===== src/rtl/uart_rx_hold_pkg.sv =====
package uart_rx_hold_pkg;

  typedef enum logic [0:0] {
    MODE_SINGLE = 1'b0,
    MODE_FIFO   = 1'b1
  } rx_mode_e;

  // One cycle of storage activity, decided by the control unit.
  typedef struct packed {
    logic flush;    // empty the storage
    logic push;     // append at the write pointer
    logic pop;      // retire the oldest entry
    logic clobber;  // overwrite the oldest entry in place
  } rx_op_t;

endpackage


===== src/rtl/rxh_rst_sync.sv =====
module rxh_rst_sync #(
  parameter int STAGES = 2
) (
  input  logic clk,
  input  logic rst_n,
  output logic rst_sync_n
);

  logic [STAGES-1:0] shift_q;
  logic [STAGES-1:0] shift_d;

  always_comb begin
    shift_d = {shift_q[STAGES-2:0], 1'b1};
  end

  always_ff @(posedge clk or negedge rst_n) begin
    if (!rst_n) shift_q <= '0;
    else        shift_q <= shift_d;
  end

  assign rst_sync_n = shift_q[STAGES-1];

endmodule


===== src/rtl/rxh_ctrl.sv =====
module rxh_ctrl
  import uart_rx_hold_pkg::*;
#(
  parameter  int DEPTH = 16,
  localparam int CNT_W = $clog2(DEPTH + 1)
) (
  input  logic             clk,
  input  logic             rst_n,
  input  logic             fifo_en,
  input  logic             rx_valid,
  input  logic             rd_req,
  input  logic             lsr_rd,
  input  logic [CNT_W-1:0] count,
  output rx_op_t           op,
  output logic             mode_change,
  output logic             overrun
);

  rx_mode_e         mode_q, mode_req;
  logic [CNT_W-1:0] cap;
  logic             full, empty, ovf_evt;
  logic             ovr_q, ovr_d, ovr_en;

  always_comb begin
    mode_req    = fifo_en ? MODE_FIFO : MODE_SINGLE;
    mode_change = (mode_req != mode_q);
    cap         = (mode_q == MODE_FIFO) ? CNT_W'(DEPTH) : CNT_W'(1);
    full        = (count == cap);
    empty       = (count == '0);

    op.flush    = mode_change;
    op.pop      = rd_req && !empty && !mode_change;
    ovf_evt     = rx_valid && !mode_change && full && !op.pop;
    op.clobber  = ovf_evt && (mode_q == MODE_SINGLE);
    op.push     = rx_valid && !mode_change && !ovf_evt;

    ovr_en      = ovf_evt || lsr_rd;
    ovr_d       = ovf_evt;  // a fresh event outranks the clear
  end

  always_ff @(posedge clk or negedge rst_n) begin
    if (!rst_n)           mode_q <= MODE_SINGLE;
    else if (mode_change) mode_q <= mode_req;
  end

  always_ff @(posedge clk or negedge rst_n) begin
    if (!rst_n)      ovr_q <= 1'b0;
    else if (ovr_en) ovr_q <= ovr_d;
  end

  assign overrun = ovr_q;

endmodule


===== src/rtl/rxh_store.sv =====
module rxh_store
  import uart_rx_hold_pkg::*;
#(
  parameter  int W     = 8,
  parameter  int DEPTH = 16,
  localparam int PTR_W = $clog2(DEPTH),
  localparam int CNT_W = $clog2(DEPTH + 1)
) (
  input  logic             clk,
  input  logic             rst_n,
  input  rx_op_t           op,
  input  logic [W-1:0]     din,
  output logic [W-1:0]     head,
  output logic [CNT_W-1:0] count
);

  logic [W-1:0]     mem [DEPTH];
  logic [PTR_W-1:0] rd_q, rd_d, wr_q, wr_d;
  logic [CNT_W-1:0] cnt_q, cnt_d;
  logic             ptr_en;

  function automatic logic [PTR_W-1:0] step(input logic [PTR_W-1:0] p);
    return (p == PTR_W'(DEPTH - 1)) ? '0 : p + 1'b1;
  endfunction

  always_comb begin
    rd_d   = rd_q;
    wr_d   = wr_q;
    cnt_d  = cnt_q;
    ptr_en = op.flush || op.push || op.pop;
    if (op.flush) begin
      rd_d  = '0;
      wr_d  = '0;
      cnt_d = '0;
    end else begin
      if (op.push) wr_d = step(wr_q);
      if (op.pop)  rd_d = step(rd_q);
      cnt_d = cnt_q + CNT_W'(op.push) - CNT_W'(op.pop);
    end
  end

  always_ff @(posedge clk or negedge rst_n) begin
    if (!rst_n) begin
      rd_q  <= '0;
      wr_q  <= '0;
      cnt_q <= '0;
    end else if (ptr_en) begin
      rd_q  <= rd_d;
      wr_q  <= wr_d;
      cnt_q <= cnt_d;
    end
  end

  // Data array carries no reset; only entries below the count are read.
  always_ff @(posedge clk) begin
    if (op.push)         mem[wr_q] <= din;
    else if (op.clobber) mem[rd_q] <= din;
  end

  assign head  = (cnt_q != '0) ? mem[rd_q] : '0;
  assign count = cnt_q;

endmodule


===== src/rtl/rxh_port.sv =====
module rxh_port #(
  parameter int BUS_W = 32,
  parameter int W     = 8
) (
  input  logic             clk,
  input  logic             rst_n,
  input  logic             sel,
  input  logic             rd,
  input  logic             wr,
  input  logic             dlab,
  input  logic [BUS_W-1:0] wdata,
  input  logic [W-1:0]     head,
  output logic             rd_req,
  output logic [BUS_W-1:0] rdata,
  output logic             thr_load,
  output logic [W-1:0]     thr_data,
  output logic [W-1:0]     dll
);

  logic [W-1:0] dll_q, dll_d, rbyte;
  logic         dll_en;

  always_comb begin
    rd_req   = sel && rd && !dlab;
    thr_load = sel && wr && !dlab;
    thr_data = wdata[W-1:0];
    dll_en   = sel && wr && dlab;
    dll_d    = wdata[W-1:0];
    rbyte    = dlab ? dll_q : head;
    rdata    = sel ? {{(BUS_W - W){1'b0}}, rbyte} : '0;
  end

  always_ff @(posedge clk or negedge rst_n) begin
    if (!rst_n)      dll_q <= '0;
    else if (dll_en) dll_q <= dll_d;
  end

  assign dll = dll_q;

endmodule


===== src/rtl/uart_rx_hold.sv =====
module uart_rx_hold
  import uart_rx_hold_pkg::*;
#(
  parameter  int CHAR_W      = 8,
  parameter  int BUS_W       = 32,
  parameter  int RX_DEPTH    = 16,
  parameter  int SYNC_STAGES = 2,
  localparam int CNT_W       = $clog2(RX_DEPTH + 1)
) (
  input  logic              clk,
  input  logic              rst_n,
  input  logic              rx_valid,
  input  logic [CHAR_W-1:0] rx_char,
  input  logic              fifo_en,
  input  logic              dlab,
  input  logic              bus_sel,
  input  logic              bus_rd,
  input  logic              bus_wr,
  input  logic [BUS_W-1:0]  bus_wdata,
  output logic [BUS_W-1:0]  bus_rdata,
  input  logic              lsr_rd,
  output logic              data_ready,
  output logic              overrun,
  output logic              thr_load,
  output logic [CHAR_W-1:0] thr_data,
  output logic [CHAR_W-1:0] div_lo
);

  logic              rst_sync_n;
  rx_op_t            op;
  logic              mode_change;
  logic              rd_req;
  logic [CNT_W-1:0]  count;
  logic [CHAR_W-1:0] head;

  rxh_rst_sync #(.STAGES(SYNC_STAGES)) u_rst (
    .clk        (clk),
    .rst_n      (rst_n),
    .rst_sync_n (rst_sync_n)
  );

  rxh_ctrl #(.DEPTH(RX_DEPTH)) u_ctrl (
    .clk         (clk),
    .rst_n       (rst_sync_n),
    .fifo_en     (fifo_en),
    .rx_valid    (rx_valid),
    .rd_req      (rd_req),
    .lsr_rd      (lsr_rd),
    .count       (count),
    .op          (op),
    .mode_change (mode_change),
    .overrun     (overrun)
  );

  rxh_store #(.W(CHAR_W), .DEPTH(RX_DEPTH)) u_store (
    .clk   (clk),
    .rst_n (rst_sync_n),
    .op    (op),
    .din   (rx_char),
    .head  (head),
    .count (count)
  );

  rxh_port #(.BUS_W(BUS_W), .W(CHAR_W)) u_port (
    .clk      (clk),
    .rst_n    (rst_sync_n),
    .sel      (bus_sel),
    .rd       (bus_rd),
    .wr       (bus_wr),
    .dlab     (dlab),
    .wdata    (bus_wdata),
    .head     (head),
    .rd_req   (rd_req),
    .rdata    (bus_rdata),
    .thr_load (thr_load),
    .thr_data (thr_data),
    .dll      (div_lo)
  );

  assign data_ready = (count != '0);

endmodule


===== config.mk =====
export PLATFORM = sky130hd
export DESIGN_NAME = uart_rx_hold
export DESIGN_NICKNAME = d
export VERILOG_FILES = /design/src/rtl/uart_rx_hold_pkg.sv /design/src/rtl/rxh_rst_sync.sv /design/src/rtl/rxh_ctrl.sv /design/src/rtl/rxh_store.sv /design/src/rtl/rxh_port.sv /design/src/rtl/uart_rx_hold.sv
export SDC_FILE = /design/constraint.sdc
export NUM_CORES = 1
export LEC_CHECK = 0
export BUFFER_PORTS_ARGS = -buffer_cell sky130_fd_sc_hd__buf_2
export CAP_MARGIN = 10
export CORE_ASPECT_RATIO = 0.9
export CORE_MARGIN = 5
export CORE_UTILIZATION = 30
export DETAILED_ROUTE_END_ITERATION = 12
export MAX_ROUTING_LAYER = met4
export SYNTH_ARGS = -nofsm -noshare
export SYNTH_HDL_FRONTEND = slang
export SYNTH_SLANG_ARGS = --single-unit

===== constraint.sdc =====
create_clock -name clk -period 2.45 [get_ports clk]
set_input_delay 0.1225 -clock clk [delete_from_list [all_inputs] [get_ports clk]]
set_output_delay 0.1225 -clock clk [all_outputs]
set_load 0.05 [all_outputs]

==> impl_metrics.csv <==
group,metric,value,unit
clock_tree,clk_pin_slew,0.07,ns
setup_path,worstPathArrival,3.30,ns
layout,multiInputGateArea,2271,µm²
floorplanning,ioPinCount,100,
floorplanning,start_util,0.3068,
clock_tree,cts_tree,"done",
setup_path,cpPeakStageDelay,0.45,ns
drt,drtPass1Iterations,4,
power,clkPwrFrac,0.369,
clock_tree,clock_path_buffers,2,
timing,max_freq,339.2,MHz
layout,drive_above_1_share,0.4625,
power,seqPwrFrac,0.392,
drt,post_drt_wl_per_cell,18.40,µm
layout,area_growth_syn_to_layout,34.14,%
timing,whs,0.08252,ns
logic_synthesis,synth.area.top_cells,"edfxtp_1 57%, mux4_2 11%, dfrtp_1 9.3%",
power,power_density,847.4,nW/µm²
place,gp_congestion,0.7925,
layout,nFillCells,1975,
timing,fin_worst_skew,0.01262,ns
grt,grt_pass1_vias,3969,
setup_path,reg2regPathDepth,15,
clock_tree,insertion_delay,0.43,ns
place,hpwl,9979,µm
setup_path,cpMostUsedCell,"inv_2",
logic_synthesis,synth_area_leader_cell,"edfxtp_1",
drt,drc,0,
place,port_buffers,51,
power,vdd_drop_max,0.3743,mV
logic_synthesis,yosys_warnings,0,
logic_synthesis,synth-main-ff-cell,"edfxtp_1",
power,power,7.611,mW
drt,via_per_inst,4.653,
timing,final_min_period_over_clock_period,1.203,
drt,routed_wl,15210,µm
floorplanning,die_area,25410,µm²
clock_tree,ctsRootBufferMaster,"clkbuf_16",
timing,hold_viol_final,0,
hold_path,hold_class,"input pin to flop",
floorplanning,rows,51,
layout,regArea,4471,µm²
grt,grt_pass1_wl,23760,µm
logic_synthesis,yosysSeqAreaShare,0.6675,
floorplanning,die_h,151.7,µm
timing,setup-violations-final,141,
clock_tree,cts-htree-levels,4,
place,dp_worst_setup_slack,-0.5798,ns
run,cap_violations,0,
power,p_leak,3.127,nW
power,p_sw_frac,0.2934,
setup_path,end_kind,"flop",
logic_synthesis,synthTopCellsByCount,"128 x edfxtp_1, 32 x buf_4, 32 x mux4_2, 29 x nor2_1, 25 x dfrtp_1",
grt,antenna_found_initial,2,
logic_synthesis,synth.most_common_cell,"edfxtp_1",
drt,postRouteAntennaNets,0,
logic_synthesis,syn_area,6695,µm²
setup_path,crit_family,"simple AND/OR/NAND/NOR gates",
run_status,status,"finished, violations left",
clock_tree,clkSinkCount,153,
grt,overflow,0,
layout,nets,579,
power,switchingPower,2.233,mW
power,p_int,5.378,mW
clock_tree,numCtsBuffers,17,
timing,final.setup.tns,-46.25,ns
setup_path,critPathRequiredTime,2.80,ns
setup_path,crit_buf_inv,3,
timing,maxSlewHeadroom,0.6039,
timing,tightest_slew,0.5942,ns
logic_synthesis,syn-instance-count,401,
logic_synthesis,synth.distinct_cells,43,
grt,grt_use_total,0.1281,
timing,rsz0062_at_grt,"yes",
setup_path,crit_chain,"inv_2 > ha_4 > or4b_4 > nand4b_1 > nor2_1 > ha_2 > inv_2 > ha_4 > inv_2 > fa_2 > nand2b_4 > a21oi_4 > xnor2_2 > or3_1 > a21oi_1",
logic_synthesis,yosys.area.top_type_share,0.5741,
setup_path,worstPathMaxFanout,2,
power,combinationalPowerShare,0.238,
timing,setup_ws,-0.4983,ns
logic_synthesis,synth-seq-cells,153,
grt,grt_max_degree,39,
setup_path,cp.depth,15,
timing,period_needed,2.948,ns
drt,vias,3848,
logic_synthesis,avgSynthCellArea,16.70,µm²
timing,maxSlewViolCount,0,
drt,drt_iter0_drc,350,
setup_path,startpoint_type,"flop",
logic_synthesis,postSynth.asyncResetShare,0.1634,
logic_synthesis,synth_edf_count,128,
run_status,violations,"setup timing",
hold_path,hold_depth,1,
setup_path,slowest_stage,"or4b_4",
floorplanning,die_w,167.5,µm
floorplanning,core_area,21820,µm²
setup_path,worstSetupPathType,"flop to flop",
==> placed cells by master (no fill, tap or decap), types with 3 or more instances in the layout <==
master           n
bufinv_16        3
o21ai_0          5
a32oi_2          4
dfrtp_1         24
a21oi_1          9
a32oi_1          4
mux2_2          16
dlygate4sd3_1   12
clkbuf_16       17
edfxtp_1       128
nor2_1          13
conb_1          25
o21ai_2          5
and2_1           3
buf_4           36
mux2i_1         12
a22oi_2          3
nor2_4          14
nor2b_1          9
buf_12          21
buf_6           15
buf_2           43
o21ai_1          4
xor2_1           3
inv_8            3
inv_2            4
mux2i_4          4
inv_6            3
inv_1            6
ha_1             5
mux4_2          32
nand2_1          5
==> state kept, by name, summed over array words and instances, names as in the netlist <==
signal,flops
u_store.wr_q,4
u_ctrl.overrun,1
u_store.rd_q,4
u_rst.shift_q,2
u_port.dll,8
u_store.count,5
u_store.mem,128
u_ctrl.mode_q,1
==> power by group through the flow <==
| stage | combinational, mW | clock [mW] | sequential [mW] |
|---|---|---|---|
| global route | 1.94 | 2.98 | 2.99 |
| CTS | 1.70 | 2.85 | 2.99 |
| global placement | 1.46 | 0 | 3.03 |
| floorplan | 0.977 | 0 | 3.13 |
| finish | 1.81 | 2.81 | 2.99 |
| detailed placement | 1.49 | 0 | 3.04 |
==> logic make-up after synthesis <==
logic type | count (synthesis) | share of synthesized area
flops | 153 | 0.6675
mux | 64 | 0.1585
simple gates | 63 | 0.05102
buf+inv | 59 | 0.05270
compound gates | 45 | 0.04336
fa+ha+maj | 9 | 0.01794
xor+xnor | 6 | 0.007850
other cells | 2 | 0.001122
==> what timing repair did <==
action	CTS	global route
resized for setup	48	6
pin swaps	22	19
endpoints found under the setup margin	140	142
setup buffers	16	6
hold buffers	12	0
hold endpoints to repair	12	0
==> layout make-up <==
class                      count  share of cell area
clock buffer                  17             0.04737
multi-input combinational    212              0.2529
inverter                      10            0.004179
tap                          291             0.04054
timing repair buffer         127              0.1330
antenna                        2           0.0005573
clock inverter                15             0.02368
sequential                   153              0.4978
==> stage by stage <==
stage	util	instances	instance area, µm²
after floorplan	-	424	6934
after global placement	0.3569	763	7789
after detailed placement	0.3569	763	7789
after CTS	0.4070	819	8882
after global routing	0.4115	827	8981
final	0.4115	827	8981
==> path summary, 6_finish.rpt <==
| path | start | end | slack, ns |
|---|---|---|---|
| max | u_store.count[2]$_DFFE_PN0N_ | u_store.count[4]$_DFFE_PN0N_ | -0.50 |
| min | rx_char[6] | u_store.mem[9][6]$_DFFE_PP_ | 0.08 |
| max reg2reg | u_store.count[2]$_DFFE_PN0N_ | u_store.count[4]$_DFFE_PN0N_ | -0.50 |
| min reg2reg | u_rst.shift_q[1]$_DFF_PN0_ | u_store.count[4]$_DFFE_PN0N_ | 0.25 |
| max in group asynchronous | rst_n | u_rst.shift_q[0]$_DFF_PN0_ | 1.79 |
| min in group asynchronous | u_rst.shift_q[1]$_DFF_PN0_ | u_store.count[4]$_DFFE_PN0N_ | 0.25 |
==> routing by layer <==
metal,vias to the layer above,wire length [µm],GRT usage
met5,-,0,-
met4,0,106,0.03205
met3,14,1264,0.03450
met2,129,7019,0.1923
met1,1950,6823,0.1748
li1,1755,-,-
No activity file was read; power rests on OpenSTA's default activity.
